==> config.mk <==
export PLATFORM = sky130hd
export DESIGN_NAME = resetIdleCtrl
export DESIGN_NICKNAME = d
export VERILOG_FILES = /design/src/rtl/resetIdlePkg.sv /design/src/rtl/resetIdleDp.sv /design/src/rtl/resetIdleCtl.sv /design/src/rtl/resetIdleCtrl.sv
export SDC_FILE = /design/constraint.sdc
export NUM_CORES = 1
export LEC_CHECK = 0
export BUFFER_PORTS_ARGS = -buffer_cell sky130_fd_sc_hd__buf_2
export CAP_MARGIN = 20
export CORE_MARGIN = 8
export CORE_UTILIZATION = 30
export CTS_BUF_LIST = sky130_fd_sc_hd__clkbuf_16
export DETAILED_ROUTE_END_ITERATION = 7
export GPL_ROUTABILITY_DRIVEN = 0
export GPL_TIMING_DRIVEN = 0
export SETUP_SLACK_MARGIN = 0.1
export SYNTH_ARGS = -nofsm -noshare
export SYNTH_HDL_FRONTEND = slang
export SYNTH_HIERARCHICAL = 1
export SYNTH_SLANG_ARGS = --single-unit
==> constraint.sdc <==
create_clock -name clk -period 7 [get_ports clk]
set_input_delay 1.4 -clock clk [delete_from_list [all_inputs] [get_ports clk]]
set_output_delay 1.4 -clock clk [all_outputs]
set_load 0.01 [all_outputs]
==> src/rtl/resetIdlePkg.sv <==
package resetIdlePkg;

  // Sequencer states; the all-zero code is the reset state.
  typedef enum logic [2:0] {
    stReset   = 3'd0,
    stRelease = 3'd1,
    stDiscard = 3'd2,
    stRun     = 3'd3,
    stIdle    = 3'd4
  } ctlState_t;

  // Strobes from control to datapath.
  typedef struct packed {
    logic loadRelease;
    logic loadDiscard;
    logic cntDec;
  } dpStrobe_t;

endpackage

==> src/rtl/resetIdleDp.sv <==
module resetIdleDp
  import resetIdlePkg::*;
#(
  parameter int SYNC_STAGES = 2,
  parameter int QUAL_EDGES  = 2,
  parameter int PORT_LAG    = 2,
  parameter int BUS_LAG     = 2,
  parameter int MC_LEN      = 12
) (
  input  logic      clk,
  input  logic      rstPin,
  input  logic      coreReset,
  input  dpStrobe_t strobe,
  output logic      rstHit,
  output logic      cntZero,
  output logic      portResetEn
);

  localparam int CHAIN   = SYNC_STAGES + QUAL_EDGES - 1;
  localparam int CNT_MAX = (BUS_LAG > MC_LEN) ? BUS_LAG : MC_LEN;
  localparam int CNT_W   = (CNT_MAX > 2) ? $clog2(CNT_MAX) : 1;
  localparam logic [CNT_W-1:0] REL_LOAD = CNT_W'(BUS_LAG - 1);
  localparam logic [CNT_W-1:0] MC_LOAD  = CNT_W'(MC_LEN - 1);

  // Synchronizer followed by qualification history, one shift chain.
  logic [CHAIN-1:0] pinChain;
  logic             syncOut;

  always_ff @(posedge clk) begin
    pinChain <= {pinChain[CHAIN-2:0], rstPin};
  end

  assign syncOut = pinChain[SYNC_STAGES-1];
  assign rstHit  = &pinChain[CHAIN-1 -: QUAL_EDGES];

  // Port reset delay line.
  generate
    if (PORT_LAG == 1) begin : gLagOne
      logic portQ;
      always_ff @(posedge clk) portQ <= coreReset;
      assign portResetEn = portQ;
    end else begin : gLagMany
      logic [PORT_LAG-1:0] portPipe;
      always_ff @(posedge clk) portPipe <= {portPipe[PORT_LAG-2:0], coreReset};
      assign portResetEn = portPipe[PORT_LAG-1];
    end
  endgenerate

  // Shared phase counter for the release window and the discard cycle.
  logic [CNT_W-1:0] phaseCnt;

  always_ff @(posedge clk) begin
    if (strobe.loadRelease)               phaseCnt <= REL_LOAD;
    else if (strobe.loadDiscard)          phaseCnt <= MC_LOAD;
    else if (strobe.cntDec && !cntZero)   phaseCnt <= phaseCnt - 1'b1;
  end

  assign cntZero = (phaseCnt == '0);

  // Internal reset drops only after the synchronized pin went low.
  AST_RELEASE_AFTER_SYNC: assert property (@(posedge clk) disable iff (rstPin)
    $fell(coreReset) |-> $past(!syncOut));

  // Port reset falls two cycles after the internal reset fell.
  AST_PORT_LAG: assert property (@(posedge clk) disable iff (rstPin)
    $fell(portResetEn) |-> $past(!coreReset, 2));

endmodule

==> src/rtl/resetIdleCtl.sv <==
module resetIdleCtl
  import resetIdlePkg::*;
(
  input  logic      clk,
  input  logic      rstHit,
  input  logic      cntZero,
  input  logic      idleSet,
  input  logic      intPending,
  output dpStrobe_t strobe,
  output logic      coreReset,
  output logic      cpuClkEn,
  output logic      fetchDiscard,
  output logic      aleOvr,
  output logic      aleLvl,
  output logic      psenOvr,
  output logic      psenLvl,
  output logic      idleBit
);

  ctlState_t state, nextState;

  always_ff @(posedge clk) begin
    state <= nextState;
  end

  always_comb begin
    nextState = state;
    strobe    = '0;
    if (rstHit) begin
      nextState = stReset;
    end else begin
      case (state)
        stReset: begin
          nextState          = stRelease;
          strobe.loadRelease = 1'b1;
        end
        stRelease: begin
          if (cntZero) begin
            nextState          = stDiscard;
            strobe.loadDiscard = 1'b1;
          end else begin
            strobe.cntDec = 1'b1;
          end
        end
        stDiscard: begin
          if (cntZero) nextState = stRun;
          else         strobe.cntDec = 1'b1;
        end
        stRun: begin
          if (idleSet && !intPending) nextState = stIdle;
        end
        stIdle: begin
          if (intPending) nextState = stRun;
        end
        default: nextState = stReset;
      endcase
    end
  end

  logic inWindow;
  assign inWindow     = (state == stReset) || (state == stRelease);
  assign coreReset    = (state == stReset);
  assign idleBit      = (state == stIdle);
  assign fetchDiscard = (state == stDiscard);
  assign cpuClkEn     = !idleBit;
  assign aleOvr       = inWindow || idleBit;
  assign psenOvr      = inWindow || idleBit;
  assign aleLvl       = idleBit;
  assign psenLvl      = psenOvr;

  AST_DISCARD_AFTER_WINDOW: assert property (@(posedge clk) disable iff (rstHit)
    $rose(fetchDiscard) |-> ($past(psenOvr) && !psenOvr));

  AST_IDLE_ENTRY: assert property (@(posedge clk) disable iff (coreReset)
    $rose(idleBit) |-> $past(idleSet && !intPending));

  AST_IDLE_LEVELS: assert property (@(posedge clk) disable iff (coreReset)
    idleBit |-> (aleLvl && psenLvl && !cpuClkEn));

  AST_IDLE_EXIT: assert property (@(posedge clk) disable iff (coreReset)
    (idleBit && intPending) |=> !idleBit);

endmodule

==> src/rtl/resetIdleCtrl.sv <==
module resetIdleCtrl
  import resetIdlePkg::*;
#(
  parameter int SYNC_STAGES = 2,
  parameter int QUAL_EDGES  = 2,
  parameter int PORT_LAG    = 2,
  parameter int BUS_LAG     = 2,
  parameter int MC_LEN      = 12
) (
  input  logic clk,
  input  logic rstPin,
  input  logic idleSet,
  input  logic intPending,
  output logic coreReset,
  output logic portResetEn,
  output logic cpuClkEn,
  output logic fetchDiscard,
  output logic aleOvr,
  output logic aleLvl,
  output logic psenOvr,
  output logic psenLvl,
  output logic idleBit
);

  dpStrobe_t strobe;
  logic      rstHit;
  logic      cntZero;

  resetIdleDp #(
    .SYNC_STAGES(SYNC_STAGES),
    .QUAL_EDGES (QUAL_EDGES),
    .PORT_LAG   (PORT_LAG),
    .BUS_LAG    (BUS_LAG),
    .MC_LEN     (MC_LEN)
  ) u_dp (
    .clk        (clk),
    .rstPin     (rstPin),
    .coreReset  (coreReset),
    .strobe     (strobe),
    .rstHit     (rstHit),
    .cntZero    (cntZero),
    .portResetEn(portResetEn)
  );

  resetIdleCtl u_ctl (
    .clk         (clk),
    .rstHit      (rstHit),
    .cntZero     (cntZero),
    .idleSet     (idleSet),
    .intPending  (intPending),
    .strobe      (strobe),
    .coreReset   (coreReset),
    .cpuClkEn    (cpuClkEn),
    .fetchDiscard(fetchDiscard),
    .aleOvr      (aleOvr),
    .aleLvl      (aleLvl),
    .psenOvr     (psenOvr),
    .psenLvl     (psenLvl),
    .idleBit     (idleBit)
  );

endmodule

==> out/qor.csv <==
stage,metric,value,unit
synthesis,synthCells,63,
sta,layout_min_cycle_time,2.646,ns
placed_design,io_buffer_count,12,
die,initial_utilization,30.99,%
global_routing,grt_max_degree,11,
placed_design,place_area,683.2,sq um
critical_path,max_stage_delay,0.30,ns
outcome,status,"complete, no violations",
synthesis,synth-xor-area-share,1.486,%
routing,routed_wl,1120,um
sta,slew_violations,0,
global_routing,overflow,0,
clocking,cts_buffers,3,
routing,drt-wirelength-per-cell,10.67,um
global_routing,grt_use_met2,10.21,%
global_routing,grt_pass1_wl,1842,um
die,dieArea,3639,sq um
finish,antennaDiodeCount,0,
global_routing,busiest_layer,met2,
routing,post-route-drc-count,0,
power,total_power,0.3645,mW
sta,slew_headroom,42.83,%
critical_path,worstPathArrival,1.25,ns
critical_path,endpoint_kind,output pin,
synthesis,synth_area,589.3,sq um
clocking,cts_setup_buffers,0,
critical_path,path_cells,buf_4 > nor2_1 > nand2_1 > inv_1 > buf_4 > buf_2,
synthesis,synthAdderAreaFrac,2.123,%
critical_path,slowest_stage,dfxtp_1,
finish,stdcell_area,758.2,sq um
sta,min_period_over_period,37.80,%
synthesis,ys_ff_latch,12,
critical_path,setup.worst_path.class,reg2out,
critical_path,cp.required,5.60,ns
sta,rsz0062_at_grt,false,
synthesis,ys_warn_count,6,
sta,fin_ws,4.354,ns
clocking,cts-root-buf,clkbuf_16,
synthesis,synth-simple-area-share,28.03,%
placed_design,post-place-ws,4.516,ns
synthesis,syn_area_per_cell,9.354,sq um
routing,vias,478,
routing,drt.antenna.violating_nets,0,
clocking,clk_latency,0.24,ns
finish,nets,85,
worst_hold_path,min_path_cells,0,
die,coreArea,1902,sq um
synthesis,synth_top_family_by_area,simple AND/OR/NAND/NOR gates,
clocking,clock_sinks,12,
synthesis,ys_top_cells_by_area,"dfxtp_1 41%, a21oi_1 5.9%, buf_4 5.1%",
power,p_leak,0.3401,nW
clocking,clockBufferDepth,2,
global_routing,met3_usage,4.301,%
synthesis,yosys.area.top_type_share,40.76,%
critical_path,cp_common_cell,buf_4,
synthesis,yosys.cell_types.count,32,
clocking,cts_htree_levels,1,
global_routing,grt_pass1_vias,437,
sta,finalSetupTns,0,ns
clocking,cts-resized-gates,0,
placed_design,hpwl,804.3,um
global_routing,grtUsageTotal,7.217,%
clocking,cts.clk_slew.worst_paths,0.04,ns
sta,hold_viol_final,0,
synthesis,synth_mux_area_share,1.699,%
synthesis,yosysSeqAreaShare,40.76,%
global_routing,antenna_found_initial,0,
finish,drive_gt1_share,33.33,%
synthesis,yosys.area.top_type,dfxtp_1,
global_routing,use_met1,7.430,%
power,cellPowerDensity,480.8,nW/um^2
sta,fin_skew,0.003889,ns
critical_path,cp_max_fo,10,
die,rows,16,
die,ioPinCount,13,
die,die_y,60.32,um
routing,dr.pass1.iters,5,
die,die_w,60.32,um
flow_run,drv_cap,0,
sta,max_freq,377.9,MHz
routing,vias_per_cell,4.552,
clocking,cts_tree,built,
synthesis,synth_fp_nets,68,
finish,area_delta_synth_final,28.66,%
critical_path,r2r_cells,8,
synthesis,synth_compound_gate_area_share,14.86,%
clocking,hold_buffers,0,
routing,first_iter_violations,9,
power,peakVddDrop,221.9,uV
worst_hold_path,hold_class,reg2reg,
sta,tightest_slew,0.8497,ns
sta,setup_violations,0,
critical_path,startpoint_type,flip-flop,
==> state kept, by name, indices dropped and copies added (netlist names) <==
register                count
u_dp/phaseCnt               4
u_ctl/state                 3
u_dp/pinChain               3
u_dp/gLagMany.portPipe      2
==> layer usage <==
layer / vias up / routed length, um
li1: 251 / -
met1: 213 / 496
met2: 10 / 490
met3: 4 / 95
met4: 0 / 37
met5: - / 0
==> metrics by stage <==
step | cells | utilization (%) | hold slack (ns)
after floorplan | 63 | - | 0.3096
after global placement | 102 | 35.92 | 0.3117
after detailed placement | 102 | 35.92 | 0.3121
after CTS | 105 | 39.87 | 0.3217
after global routing | 105 | 39.87 | 0.3224
final | 105 | 39.87 | 0.3213
==> where the power goes <==
group	total (mW)	leakage, nW	internal, mW	switching (mW)
logic	0.160	0.203	0.0780	0.0824
clock network	0.101	0.0370	0.0742	0.0272
registers	0.103	0.100	0.0919	0.0109
==> path summary, 6_finish.rpt <==
| check | slack [ns] | end | startpoint |
|---|---|---|---|
| worst max register to register | 4.51 | u_dp/phaseCnt[3] | u_dp/phaseCnt[0] |
| worst min register to register | 0.32 | u_dp/pinChain[1] | u_dp/pinChain[0] |
| worst min-delay path | 0.32 | u_dp/pinChain[1] | u_dp/pinChain[0] |
| worst max-delay path | 4.35 | idleBit | u_ctl/state[0] |
==> cells in the mapped netlist (all sizes together) <==
| cell | n |
|---|---|
| nand2b | 2 |
| dfxtp | 12 |
| ha | 1 |
| nand3 | 1 |
| or4 | 1 |
| o31a | 1 |
| nor2 | 2 |
| nand2 | 4 |
| mux2i | 1 |
| a21oi | 7 |
| or3b | 1 |
| and2 | 1 |
| nor2b | 2 |
| o21ai | 1 |
| and4b | 1 |
| buf | 6 |
| xnor2 | 1 |
| o31ai | 1 |
| nor3 | 2 |
| inv | 5 |
| a32oi | 1 |
| nand4bb | 1 |
| nor4b | 1 |
| and3 | 1 |
| a211oi | 1 |
| nor4 | 3 |
| a41o | 1 |
| nand3b | 1 |
==> area by class of cell <==
cell class / count / area [sq um]
fillers: 196 / 1144
well taps: 27 / 33.78
plain buffers: 6 / 46.29
flip-flops and latches: 12 / 240.2
multi-input cells: 40 / 284.0
repair buffers: 12 / 60.06
inverters: 5 / 18.77
clock buffers: 3 / 75.07
==> cell usage in the layout (no fill, tap or decap), drive strengths merged, types with 2 or more instances in the layout <==
cell type	n
buf	18
dfxtp	12
a21oi	7
inv	5
nand2	4
clkbuf	3
nor4	3
nor3	2
nor2	2
nand2b	2
nor2b	2
==> cell families after synthesis <==
logic type,Yosys count
compound gates,13
xor+xnor,1
fa+ha+maj,1
buf+inv,11
flops,12
mux,1
simple gates,24
==> worst max-delay path: cells and delay by family (launching register included) <==
kind,cells,cell delay [ns]
buf+inv,4,0.47
flops,1,0.30
simple gates,2,0.24
No activity file was read; power rests on OpenSTA's default activity.
